--- src/rtl/sst_pkg.sv ---
package sst_pkg;
  typedef enum logic [2:0] {
    ST_IDLE  = 3'd0,
    ST_ARMED = 3'd1,
    ST_SHIFT = 3'd2,
    ST_GAP1  = 3'd3,
    ST_GAP2  = 3'd4
  } tx_state_e;
endpackage

--- src/rtl/sst_edge.sv ---
module sst_edge #(
  parameter int SYNC = 2
) (
  input  logic clk,
  input  logic rst_n,
  input  logic ext_clk,
  output logic fall
);
  logic [SYNC:0] chain_q;
  logic [SYNC:0] chain_d;

  always_comb chain_d = {chain_q[SYNC-1:0], ext_clk};

  always_ff @(posedge clk or negedge rst_n) begin
    if (!rst_n) chain_q <= '1;
    else        chain_q <= chain_d;
  end

  // older stage high, newer stage low: one-cycle falling-edge event
  assign fall = chain_q[SYNC] & ~chain_q[SYNC-1];
endmodule

--- src/rtl/sst_div.sv ---
module sst_div #(
  parameter int MDIV = 8
) (
  input  logic clk,
  input  logic rst_n,
  input  logic run,
  output logic tick
);
  localparam int DCW = (MDIV > 1) ? $clog2(MDIV) : 1;
  localparam logic [DCW-1:0] LAST = DCW'(MDIV - 1);

  logic [DCW-1:0] cnt_q, cnt_d;

  assign tick = run && (cnt_q == LAST);

  always_comb begin
    if (!run)      cnt_d = '0;
    else if (tick) cnt_d = '0;
    else           cnt_d = cnt_q + 1'b1;
  end

  always_ff @(posedge clk or negedge rst_n) begin
    if (!rst_n) cnt_q <= '0;
    else        cnt_q <= cnt_d;
  end
endmodule

--- src/rtl/sst_engine.sv ---
module sst_engine
  import sst_pkg::*;
#(
  parameter int DW = 8
) (
  input  logic          clk,
  input  logic          rst_n,
  input  logic          wr_en,
  input  logic [DW-1:0] wr_data,
  input  logic          len_sel,
  input  logic          shift_en,
  output logic          txd,
  output logic          buf_empty_p,
  output logic          tx_done_p,
  output logic          gap_active,
  output logic          hb_full
);
  localparam int CW = $clog2(DW + 1);
  localparam logic [CW-1:0] LEN_FULL  = CW'(DW);
  localparam logic [CW-1:0] LEN_SHORT = CW'(DW - 1);

  tx_state_e     st_q, st_d;
  logic [DW-1:0] hb_q, hb_d;
  logic          hbf_q, hbf_d;
  logic [DW-1:0] sh_q, sh_d;
  logic [CW-1:0] cnt_q, cnt_d;
  logic [CW-1:0] flen_q, flen_d;
  logic          txd_q, txd_d;
  logic          emp_q, emp_d;
  logic          done_q, done_d;
  logic          load;

  always_comb begin
    st_d   = st_q;
    hb_d   = hb_q;
    hbf_d  = hbf_q;
    sh_d   = sh_q;
    cnt_d  = cnt_q;
    flen_d = flen_q;
    txd_d  = txd_q;
    emp_d  = 1'b0;
    done_d = 1'b0;
    load   = 1'b0;
    case (st_q)
      ST_IDLE: begin
        if (hbf_q) begin
          load = 1'b1;
          st_d = ST_ARMED;
        end
      end
      ST_ARMED: begin
        if (shift_en) begin
          txd_d = sh_q[0];
          sh_d  = {1'b0, sh_q[DW-1:1]};
          cnt_d = CW'(1);
          st_d  = ST_SHIFT;
        end
      end
      ST_SHIFT: begin
        if (shift_en) begin
          if (cnt_q == flen_q) begin
            txd_d = 1'b1;
            if (hbf_q) begin
              st_d = ST_GAP1;
            end else begin
              done_d = 1'b1;
              st_d   = ST_IDLE;
            end
          end else begin
            txd_d = sh_q[0];
            sh_d  = {1'b0, sh_q[DW-1:1]};
            cnt_d = cnt_q + 1'b1;
          end
        end
      end
      ST_GAP1: st_d = ST_GAP2;
      ST_GAP2: begin
        load = 1'b1;
        st_d = ST_ARMED;
      end
      default: st_d = ST_IDLE;
    endcase
    if (load) begin
      sh_d   = hb_q;
      hbf_d  = 1'b0;
      emp_d  = 1'b1;
      flen_d = len_sel ? LEN_SHORT : LEN_FULL;
    end
    if (wr_en) begin
      hb_d  = wr_data;
      hbf_d = 1'b1;
    end
  end

  always_ff @(posedge clk or negedge rst_n) begin
    if (!rst_n) begin
      st_q   <= ST_IDLE;
      hb_q   <= '0;
      hbf_q  <= 1'b0;
      sh_q   <= '0;
      cnt_q  <= '0;
      flen_q <= LEN_FULL;
      txd_q  <= 1'b1;
      emp_q  <= 1'b0;
      done_q <= 1'b0;
    end else begin
      st_q   <= st_d;
      hb_q   <= hb_d;
      hbf_q  <= hbf_d;
      sh_q   <= sh_d;
      cnt_q  <= cnt_d;
      flen_q <= flen_d;
      txd_q  <= txd_d;
      emp_q  <= emp_d;
      done_q <= done_d;
    end
  end

  assign txd         = txd_q;
  assign buf_empty_p = emp_q;
  assign tx_done_p   = done_q;
  assign gap_active  = (st_q == ST_GAP1) || (st_q == ST_GAP2);
  assign hb_full     = hbf_q;
endmodule

--- src/rtl/sync_ser_tx.sv ---
module sync_ser_tx #(
  parameter int DW   = 8,
  parameter int MDIV = 8,
  parameter int SYNC = 2
) (
  input  logic          clk,
  input  logic          rst_n,
  input  logic          wr_en,
  input  logic [DW-1:0] wr_data,
  input  logic          len_sel,
  input  logic          slave_sel,
  input  logic          ext_clk,
  output logic          txd,
  output logic          buf_empty_p,
  output logic          tx_done_p
);
  logic ext_fall;
  logic div_tick;
  logic shift_en;
  logic gap_active;
  logic hb_full;

  sst_edge #(.SYNC(SYNC)) u_edge (
    .clk     (clk),
    .rst_n   (rst_n),
    .ext_clk (ext_clk),
    .fall    (ext_fall)
  );

  sst_div #(.MDIV(MDIV)) u_div (
    .clk   (clk),
    .rst_n (rst_n),
    .run   (~slave_sel),
    .tick  (div_tick)
  );

  assign shift_en = slave_sel ? ext_fall : div_tick;

  sst_engine #(.DW(DW)) u_eng (
    .clk         (clk),
    .rst_n       (rst_n),
    .wr_en       (wr_en),
    .wr_data     (wr_data),
    .len_sel     (len_sel),
    .shift_en    (shift_en),
    .txd         (txd),
    .buf_empty_p (buf_empty_p),
    .tx_done_p   (tx_done_p),
    .gap_active  (gap_active),
    .hb_full     (hb_full)
  );
endmodule

--- config.mk ---
export PLATFORM = sky130hd
export DESIGN_NAME = sync_ser_tx
export DESIGN_NICKNAME = d
export VERILOG_FILES = /design/src/rtl/sst_pkg.sv /design/src/rtl/sst_edge.sv /design/src/rtl/sst_div.sv /design/src/rtl/sst_engine.sv /design/src/rtl/sync_ser_tx.sv
export SDC_FILE = /design/constraint.sdc
export NUM_CORES = 1
export LEC_CHECK = 0
export BUFFER_PORTS_ARGS = -buffer_cell sky130_fd_sc_hd__buf_4
export CAP_MARGIN = 20
export CORE_MARGIN = 3
export CORE_UTILIZATION = 51
export DETAILED_ROUTE_END_ITERATION = 8
export GPL_ROUTABILITY_DRIVEN = 1
export PLACE_DENSITY = 0.77
export SLEW_MARGIN = 20
export SYNTH_ARGS = -nofsm -noshare
export SYNTH_HDL_FRONTEND = slang
export SYNTH_SLANG_ARGS = --single-unit
--- constraint.sdc ---
create_clock -name clk -period 1.85 [get_ports clk]
set_clock_uncertainty 0.2 [all_clocks]
set_input_delay 0.2775 -clock clk [delete_from_list [all_inputs] [get_ports clk]]
set_output_delay 0.2775 -clock clk [all_outputs]
set_load 0.005 [all_outputs]
==> flow_summary.toml, run 1 <==
[synthesis]
ys.flop_type = "dfrtp_1"
synth.area.top_cells = "dfrtp_1, dfstp_2, mux2_2"
synth_top_cell_area_share_pct = 46.2
synth_area_per_cell_um2 = 11.4
ys_async_sr_fraction_pct = 100
syn_inst = 142
ys_types = 40
synth_adder_area_share_pct = 2.31
synthesis.area_um2 = 1620
synth_top_family_by_area = "simple AND/OR/NAND/NOR gates"
ys_seq_area_share_pct = 54.3
yosysTopAreaCell = "dfrtp_1"
synth-seq-cells = 35
muxShareOfSynthArea_pct = 5.55
synth_warnings = 0
synthSimpleGateAreaFrac_pct = 17.6
synthesis.nets = 159
synthXorXnorAreaFrac_pct = 0.539
synth_compound_gate_area_share_pct = 15.9
synth_edf_count = 0

[critical_path]
cp-startpoint = "u_eng.cnt_q[1]$_DFFE_PN0P_"
cp_slowest_stage_delay_ns = 0.46
crit_family = "simple AND/OR/NAND/NOR gates"
r2r-start = "u_eng.cnt_q[1]$_DFFE_PN0P_"
cp.depth = 5
critPathKind = "reg -> reg"
cp-end-kind = "flop"
crit_chain = "nor4_4 -> o211ai_1 -> and2_4 -> buf_4 -> a22o_1"
critPathRequiredTime_ns = 1.88
worstPathMaxFanout = 5
cpMaxStageDelayCell = "dfrtp_2"
worst_ep_arrival_time_ns = 1.89
crit_path_start_kind = "flop"
critPathBufInv = 1
r2r_cells = 5

[place]
place_ws_ns = -0.0753
dpl.hpwl_mm = 2.18
place_congestion = 0.733
placed_cell_area_um2 = 1830
port_buffers = 16

[finish]
diodes = 0
area_growth_syn_to_layout_pct = 28.0
final_nets = 199
drive_gt1_share_pct = 35.5
fin_area_um2 = 2080
fillers = 207
final_cell_mix = "buf_4, dfrtp_1, nand2_1"

[outcome]
violations = "setup timing"
status = "complete, but fails checks"

[cts]
cts_tree = "yes"
insertion_delay_ns = 0.33
root_buffer = "clkbuf_4"
numCtsBuffers = 5
clockBufferDepth = 2
clk_pin_slew_ns = 0.10
cts_num_sinks = 35
htree_levels = 2

[power]
p_per_area_nw_per_um2 = 1180
irDropWorstVdd_mv = 0.843
power_leakage_nw = 0.907

[timing]
setup_violations = 9
worstMarginPinSlew_ns = 0.424
period_minus_slack_ns = 1.86
finalWorstSetupSlack_ns = -0.0136
max_clock_freq_mhz = 537
period_share_pct = 101
hold_viol_final = 0
slew_headroom_pct = 71.7
drv_slew = 0
rsz0062_at_grt = "yes"

[global_route]
grt_max_degree = 36
grt_usage_pct = 18.6
antenna_found_initial = 0
grt_pass1_wl_mm = 5.78
grt_pass1_vias = 1307
grt-ovfl-total = 0

[routing]
routed_wl_mm = 3.23
first_pass_iters = 4
via_per_inst = 5.66
vias = 1273
postRouteAntennaNets = 0
drt_iter0_markers = 46
route.detailed.drc = 0
post_drt_wl_per_cell_um = 14.4

[job]
cap_violations = 0

[die]
core_area_um2 = 2900
die_y_um = 62.4
die_x_um = 62.4
start_util_pct = 56.0
placementRows = 19
die_area_um2 = 3900
io_pins = 17

[worst_hold_path]
worstHoldStart = "wr_en"
hp-class = "in -> reg"
hold_path_depth = 2
per-stage QoR:
| stage | hold WS (ns) | std cells | utilization (%) | TNS [ns] | power (mW) |
|---|---|---|---|---|---|
| 3_5_place_dp | 0.0485 | 203 | 63.1 | -0.549 | 1.99 |
| 3_3_place_gp | 0.0432 | 203 | 63.1 | -0.00109 | 1.95 |
| 2_1_floorplan | -0.218 | 142 | - | 0 | 1.72 |
| 6_report | 0.0439 | 225 | 71.7 | -0.0799 | 2.45 |
| 4_1_cts | 0.0245 | 224 | 70.6 | 0 | 2.45 |
| 5_1_grt | 0.0461 | 225 | 71.7 | -1.01 | 2.63 |
synthesized netlist by cell type, drive strengths merged (2+ instances only):
library cell  number
inv                3
mux2               8
ha                 3
nor2               6
nand3              7
clkbuf             2
and2               2
a41oi              2
o211ai             8
dfstp              5
dfrtp             30
nor4               2
nor3b              2
buf                6
nand2             20
a22o               2
nor2b              2
nor3               3
nand2b             5
o21ai              6
a21oi              4
routing by layer:
layer	up-vias	wire length [um]	GRT usage (%)
met3	6	155	3.42
met4	0	56	9.64
li1	588	-	-
met1	631	1340	21.7
met2	48	1680	32.4
met5	-	0	0
worst paths after layout:
| path | end | slack (ns) |
|---|---|---|
| setup reg to reg | u_eng.cnt_q[2]$_DFFE_PN0P_ | -0.01 |
| hold reg to reg | u_edge.chain_q[1]$_DFF_PN1_ | 0.16 |
| setup / recovery | u_eng.cnt_q[2]$_DFFE_PN0P_ | -0.01 |
| max in group asynchronous | u_eng.flen_q[3]$_DFFE_PN1P_ | 0.90 |
| min in group asynchronous | u_eng.st_q[0]$_DFFE_PN0P_ | 0.21 |
| hold / removal | u_eng.hb_full$_DFFE_PN0P_ | 0.04 |
area by class of cell:
class,instances,area [um2],area share [%]
well taps,42,52.6,2.53
repair buffers,41,342,16.4
clock buffers,6,41.3,1.99
multi-input cells,96,736,35.4
flip-flops and latches,35,885,42.5
inverters,3,11.3,0.542
clock inverters,2,12.5,0.602
cell families (layout without fill, tap and decap cells):
kind of cell | Yosys count | in the layout
AND/OR/NAND/NOR | 53 | 53
adder cells (fa/ha/maj) | 3 | 3
buffers and inverters | 11 | 52
AO/OA/AOI/OAI | 31 | 31
multiplexers | 8 | 8
XOR/XNOR | 1 | 1
flip-flops | 35 | 35
where the power goes:
group	leakage, nW	switching (mW)	internal (mW)
Clock	0.0282	0.248	0.147
Combinational	0.459	0.433	0.439
Sequential	0.420	0.186	0.993
flip-flops by register name (all words and copies together) (netlist names):
signal             cells
u_eng.hb_q             8
u_eng.sh_q             8
u_eng.cnt_q            4
u_div.cnt_q            3
u_edge.chain_q         3
u_eng.st_q             3
u_eng.flen_q           2
u_eng.buf_empty_p      1
u_eng.hb_full          1
u_eng.tx_done_p        1
u_eng.txd              1
repair_timing:
| action | in CTS | in global routing |
|---|---|---|
| hold buffers | 12 | 0 |
| buffers inserted | 1 | 1 |
| hold endpoints to repair | 49 | 0 |
| gates resized for setup | 7 | 5 |
| endpoints found under the setup margin | 11 | 13 |
| pin swaps | 3 | 5 |
worst reg2reg max path, stage by stage, from the launching register on:
cell	delay, ns
dfrtp_2	0.46
nor4_4	0.34
o211ai_1	0.23
and2_4	0.21
buf_4	0.13
a22o_1	0.19
Power figures use the tool's default switching activity.
==> run 2, diff against run 1 <==
--- a/config.mk
+++ b/config.mk
@@ -9,6 +9,7 @@
 export CAP_MARGIN = 20
 export CORE_MARGIN = 3
 export CORE_UTILIZATION = 51
+export CTS_BUF_LIST = sky130_fd_sc_hd__clkbuf_4 sky130_fd_sc_hd__clkbuf_8 sky130_fd_sc_hd__clkbuf_16
 export DETAILED_ROUTE_END_ITERATION = 8
 export GPL_ROUTABILITY_DRIVEN = 1
 export PLACE_DENSITY = 0.77
==> run 2 against run 1 <==
  * The run still ends with setup timing left
  * First-iteration DRC count shrank 8.7%
  * Final cell count did not move
  * Sequential share of layout area down 0.56 points
  * Global-route usage up 0.15 points
  * Non-clock buffer count did not move
  * Power rose by 1.5%
  * Via count is 1.4% lower
  * Critical path type is now in -> reg
==> flow_summary.toml, run 2 (synthesis results as in run 1) <==
[timing]
hold_ws_ns = 0.0359
worstMarginPinSlew_ns = 0.424
period_minus_slack_ns = 1.87
finalWorstSetupSlack_ns = -0.0216
hold_viol_final = 0
max_clock_freq_mhz = 534
period_share_pct = 101
tns_ns = -0.114
rsz0062_at_grt = "yes"
drv_slew = 0
setup_violations = 7
slew_headroom_pct = 71.7

[critical_path]
worst_ep_arrival_time_ns = 1.89
critPathRequiredTime_ns = 1.87
worstPathMaxFanout = 7
critPathKind = "in -> reg"
crit_path_start_kind = "input port"
crit_chain = "dlygate4sd3_1 -> buf_4 -> nand2b_4 -> a221oi_4 -> and2_4 -> buf_6 -> o311ai_4"
r2r_cells = 5
cp_slowest_stage_delay_ns = 0.54
cp-end-kind = "flop"
r2r-start = "u_eng.cnt_q[1]$_DFFE_PN0P_"
cpMaxStageDelayCell = "dlygate4sd3_1"
reg2reg_slack_ns = 0
r2r-end = "u_eng.sh_q[0]$_DFFE_PN0P_"
cp-startpoint = "slave_sel"
critPathCapture = "u_eng.sh_q[0]$_DFFE_PN0P_"

[finish]
fin_area_um2 = 2110
regArea_um2 = 885
area_growth_syn_to_layout_pct = 29.7
top_regs = "u_eng.hb_q: 8 flops, u_eng.sh_q: 8 flops, u_eng.cnt_q: 4 flops"
multiInputGateArea_um2 = 752
drive_gt1_share_pct = 36.6
diodes = 0
layout_commonest_cell = "dfrtp_1"
fillers = 197
final_nets = 199
final_cell_mix = "dfrtp_1, buf_4, nand2_1"

[power]
power_frac_seq_pct = 47.5
p_sw_mw = 0.874
power_leakage_nw = 0.916
p_total_mw = 2.48
power.share.switching_pct = 35.2
p_per_area_nw_per_um2 = 1180
power_frac_comb_pct = 35.9
p_int_mw = 1.61
irDropWorstVdd_mv = 0.786
p_clk_share_pct = 16.6

[global_route]
grt_pass1_vias = 1314
antenna_found_initial = 0
grt_max_degree = 36
grt_usage_pct = 18.7
grt-ovfl-total = 0
grt_pass1_wl_mm = 5.78

[routing]
route.detailed.drc = 0
post_drt_wl_per_cell_um = 14.5
vias = 1255
routed_wl_mm = 3.27
via_per_inst = 5.58
postRouteAntennaNets = 0
drt_iter0_markers = 42
first_pass_iters = 4

[cts]
insertion_delay_ns = 0.34
cts_num_sinks = 35
clockBufferDepth = 2
cts_tree = "yes"
root_buffer = "clkbuf_4"
htree_levels = 2
clk_pin_slew_ns = 0.10
numCtsBuffers = 5

[job]
cap_violations = 0

[outcome]
status = "complete, but fails checks"
violations = "setup timing"

[die]
io_pins = 17
die_y_um = 62.4
start_util_pct = 56.0
placementRows = 19
die_area_um2 = 3900
die_x_um = 62.4
core_area_um2 = 2900

[worst_hold_path]
hp-class = "in -> reg"

[place]
placed_cell_area_um2 = 1830
dpl.hpwl_mm = 2.18
place_congestion = 0.733
port_buffers = 16
## run 2: worst min path at each step
stage                     start                   endpoint  slack [ns]  cells after the start
after floorplan           rst_n   u_div.cnt_q[0]$_DFF_PN0_       -0.22                      0
after global placement    rst_n  u_eng.st_q[0]$_DFFE_PN0P_        0.04                      1
after detailed placement  rst_n  u_eng.st_q[0]$_DFFE_PN0P_        0.05                      1
after CTS                 wr_en  u_eng.hb_full$_DFFE_PN0P_        0.02                      2
after global routing      wr_en  u_eng.hb_full$_DFFE_PN0P_        0.03                      2
final                     wr_en  u_eng.hb_full$_DFFE_PN0P_        0.04                      2
## run 2: timing repair
| action | CTS | global route |
|---|---|---|
| buffers inserted | 1 | 1 |
| pin swaps | 6 | 12 |
| hold endpoints to repair | 49 | 0 |
| resized for setup | 7 | 9 |
| setup endpoints to repair | 11 | 13 |
| hold buffers | 12 | 0 |
| gates cloned | 0 | 0 |
## run 2: routing by layer
metal  part of all wire, %  up-vias  GRT usage [%]
li1                      -      590              -
met1                    42      626           21.8
met2                    51       32           31.2
met3                   4.6        7           6.12
met4                   2.2        0           8.82
met5                     0        -              0
## run 2: final cells by class
cell class	count	area share [%]
clock buffers	6	2.14
well taps	42	2.49
clock inverters	2	0.594
flip-flops and latches	35	42.0
repair buffers	41	16.6
multi-input cells	96	35.7
inverters	3	0.534
## run 2: power groups by stage
stage               registers, mW  logic (mW)  clock network, mW
detailed placement           1.18       0.818                  0
floorplan                    1.13       0.594                  0
global placement             1.17       0.786                  0
CTS                          1.17       0.861              0.432
global route                 1.21       0.994              0.469
finish                       1.18       0.891              0.413
## run 2: critical path, delay by kind of cell
family                 cells  cell delay, ns
buffers and inverters      3            0.83
and+or+nand+nor            2            0.36
AOI/OAI and AO/OA          2            0.42
## run 2: per-stage QoR
step,util (%),setup WS [ns],std cells
floorplan,-,0.0468,142
global placement,63.1,-0.000734,203
detailed placement,63.1,-0.0753,203
CTS,70.8,0.000191,224
global route,72.6,-0.0902,225
finish,72.6,-0.0216,225
==> run 3, diff against run 2 <==
--- a/config.mk
+++ b/config.mk
@@ -12,6 +12,7 @@
 export CTS_BUF_LIST = sky130_fd_sc_hd__clkbuf_4 sky130_fd_sc_hd__clkbuf_8 sky130_fd_sc_hd__clkbuf_16
 export DETAILED_ROUTE_END_ITERATION = 8
 export GPL_ROUTABILITY_DRIVEN = 1
+export HOLD_SLACK_MARGIN = 0.08
 export PLACE_DENSITY = 0.77
 export SLEW_MARGIN = 20
 export SYNTH_ARGS = -nofsm -noshare
==> run 3 against run 2 <==
  * The run still ends with setup timing left
  * Critical path depth unchanged
  * Clock-buffer cell count stayed put
  * Worst setup slack worse by 0.11 ns
  * Sequential share of layout area is 1.9 points lower
  * Fmax decreased by 5.5%
  * Register-to-register slack worse by 0.13 ns
  * Die area unchanged
  * Clock power about the same
  * Final cell count is 4.9% higher
  * First-iteration DRC count up 52%
  * Combinational power grew 7.4%
  * Wire length up 29%
  * Largest power group unchanged
  * Highest routed layer unchanged
==> flow_summary.toml, run 3 (synthesis results as in run 1) <==
[routing]
postRouteAntennaNets = 0
first_pass_iters = 4
drt_iter0_markers = 64
route.detailed.drc = 0
routed_wl_mm = 4.22
vias = 1358
via_per_inst = 5.75
post_drt_wl_per_cell_um = 17.9

[place]
place_ws_ns = -0.0753
dpl.hpwl_mm = 2.18
place_congestion = 0.733
placed_cell_area_um2 = 1830
port_buffers = 16

[timing]
drv_slew = 0
finalWorstSetupSlack_ns = -0.130
slew_headroom_pct = 71.3
rsz0062_at_grt = "yes"
period_minus_slack_ns = 1.98
max_clock_freq_mhz = 505
hold_viol_final = 0
period_share_pct = 107
setup_violations = 12
worstMarginPinSlew_ns = 0.431

[job]
cap_violations = 0

[finish]
regArea_um2 = 883
fillers = 173
multiInputGateArea_um2 = 738
diodes = 0
final_nets = 210
layout_commonest_cell = "dfrtp_1"
final_cell_mix = "dfrtp_1, buf_4, nand2_1, dlygate4sd3_1"
fin_area_um2 = 2200
area_growth_syn_to_layout_pct = 35.7
top_regs = "u_eng.hb_q: 8 flops, u_eng.sh_q: 8 flops, u_eng.cnt_q: 4 flops"
drive_gt1_share_pct = 34.0

[cts]
cts_tree = "yes"
htree_levels = 2
clockBufferDepth = 2
root_buffer = "clkbuf_4"
clk_pin_slew_ns = 0.11
numCtsBuffers = 5
insertion_delay_ns = 0.33
cts_num_sinks = 35

[global_route]
grt-ovfl-total = 0
grt_pass1_wl_mm = 6.38
grt_max_degree = 36
antenna_found_initial = 0
grt_pass1_vias = 1394
grt_usage_pct = 20.5

[outcome]
status = "complete, but fails checks"
violations = "setup timing"

[die]
io_pins = 17
die_area_um2 = 3900
core_area_um2 = 2900
start_util_pct = 56.0
die_x_um = 62.4
die_y_um = 62.4
placementRows = 19

[power]
p_per_area_nw_per_um2 = 1170
power_leakage_nw = 0.975
irDropWorstVdd_mv = 0.765

[critical_path]
critPathKind = "reg -> reg"
cp-end-kind = "flop"
crit_path_start_kind = "flop"
worstPathMaxFanout = 7
worst_ep_arrival_time_ns = 1.99
critPathRequiredTime_ns = 1.86
reg2reg_slack_ns = -0.13

[worst_hold_path]
hp-class = "reg -> reg"
[run 3: cell types whose count changed in the layout (fill, tap and decap cells not counted), sizes merged]
cell          change
dlygate4sd3       +8
buf               +2
dlymetal6s4s      +1
[run 3: final cells by class]
cell class / count / share of cell area (%)
tap: 42 / 2.38
inverter: 3 / 0.511
sequential: 35 / 40.1
multi-input combinational: 96 / 33.5
clock inverter: 2 / 0.568
clock buffer: 6 / 2.04
timing repair buffer: 52 / 20.9
[run 3: worst max-delay path, stage by stage, from the launching register on]
cell      delay, ns
dfrtp_1        0.44
ha_4           0.19
ha_4           0.15
nand2b_4       0.07
a221oi_4       0.36
and2_4         0.21
buf_6          0.13
o211ai_1       0.11
[run 3: power by group]
group / total (mW) / switching, mW / internal [mW]
registers: 1.20 / 0.210 / 0.992
logic: 0.957 / 0.484 / 0.473
clock network: 0.411 / 0.250 / 0.161
[run 3: final timing paths]
kind                                             start                          end  cells after the start
setup / recovery              u_div.cnt_q[1]$_DFF_PN0_    u_eng.sh_q[5]$_DFFE_PN0P_                      7
max in group asynchronous                        rst_n  u_edge.chain_q[2]$_DFF_PN1_                      2
hold / removal             u_edge.chain_q[0]$_DFF_PN1_  u_edge.chain_q[1]$_DFF_PN1_                      0
hold reg to reg            u_edge.chain_q[0]$_DFF_PN1_  u_edge.chain_q[1]$_DFF_PN1_                      0
setup reg to reg              u_div.cnt_q[1]$_DFF_PN0_    u_eng.sh_q[5]$_DFFE_PN0P_                      7
min in group asynchronous                        rst_n    u_eng.st_q[0]$_DFFE_PN0P_                      2
[run 3: metrics by stage]
step | setup TNS (ns) | total power [mW] | util [%] | std cells | hold slack [ns]
global placement | -0.00109 | 1.95 | 63.1 | 203 | 0.0432
global route | -2.03 | 2.73 | 76.0 | 236 | 0.166
finish | -1.03 | 2.57 | 76.0 | 236 | 0.163
detailed placement | -0.549 | 1.99 | 63.1 | 203 | 0.0485
floorplan | 0 | 1.72 | - | 142 | -0.218
CTS | 0 | 2.49 | 73.9 | 233 | 0.164
[run 3: timing repair]
action | CTS | global route
buffers inserted | 1 | 2
hold buffers | 21 | 0
setup endpoints to repair | 11 | 22
endpoints found under the hold margin | 50 | 0
resized for setup | 7 | 9
cloned | 0 | 1
pin swaps | 6 | 4
[run 3: per-layer routing]
layer  global-route usage (%)  up-vias  share of wire [%]
met5                        0        -                  0
met1                     23.9      664                 39
met3                     3.24       17                6.6
met4                     9.09        0                5.7
li1                         -      610                  -
met2                     37.0       67                 49
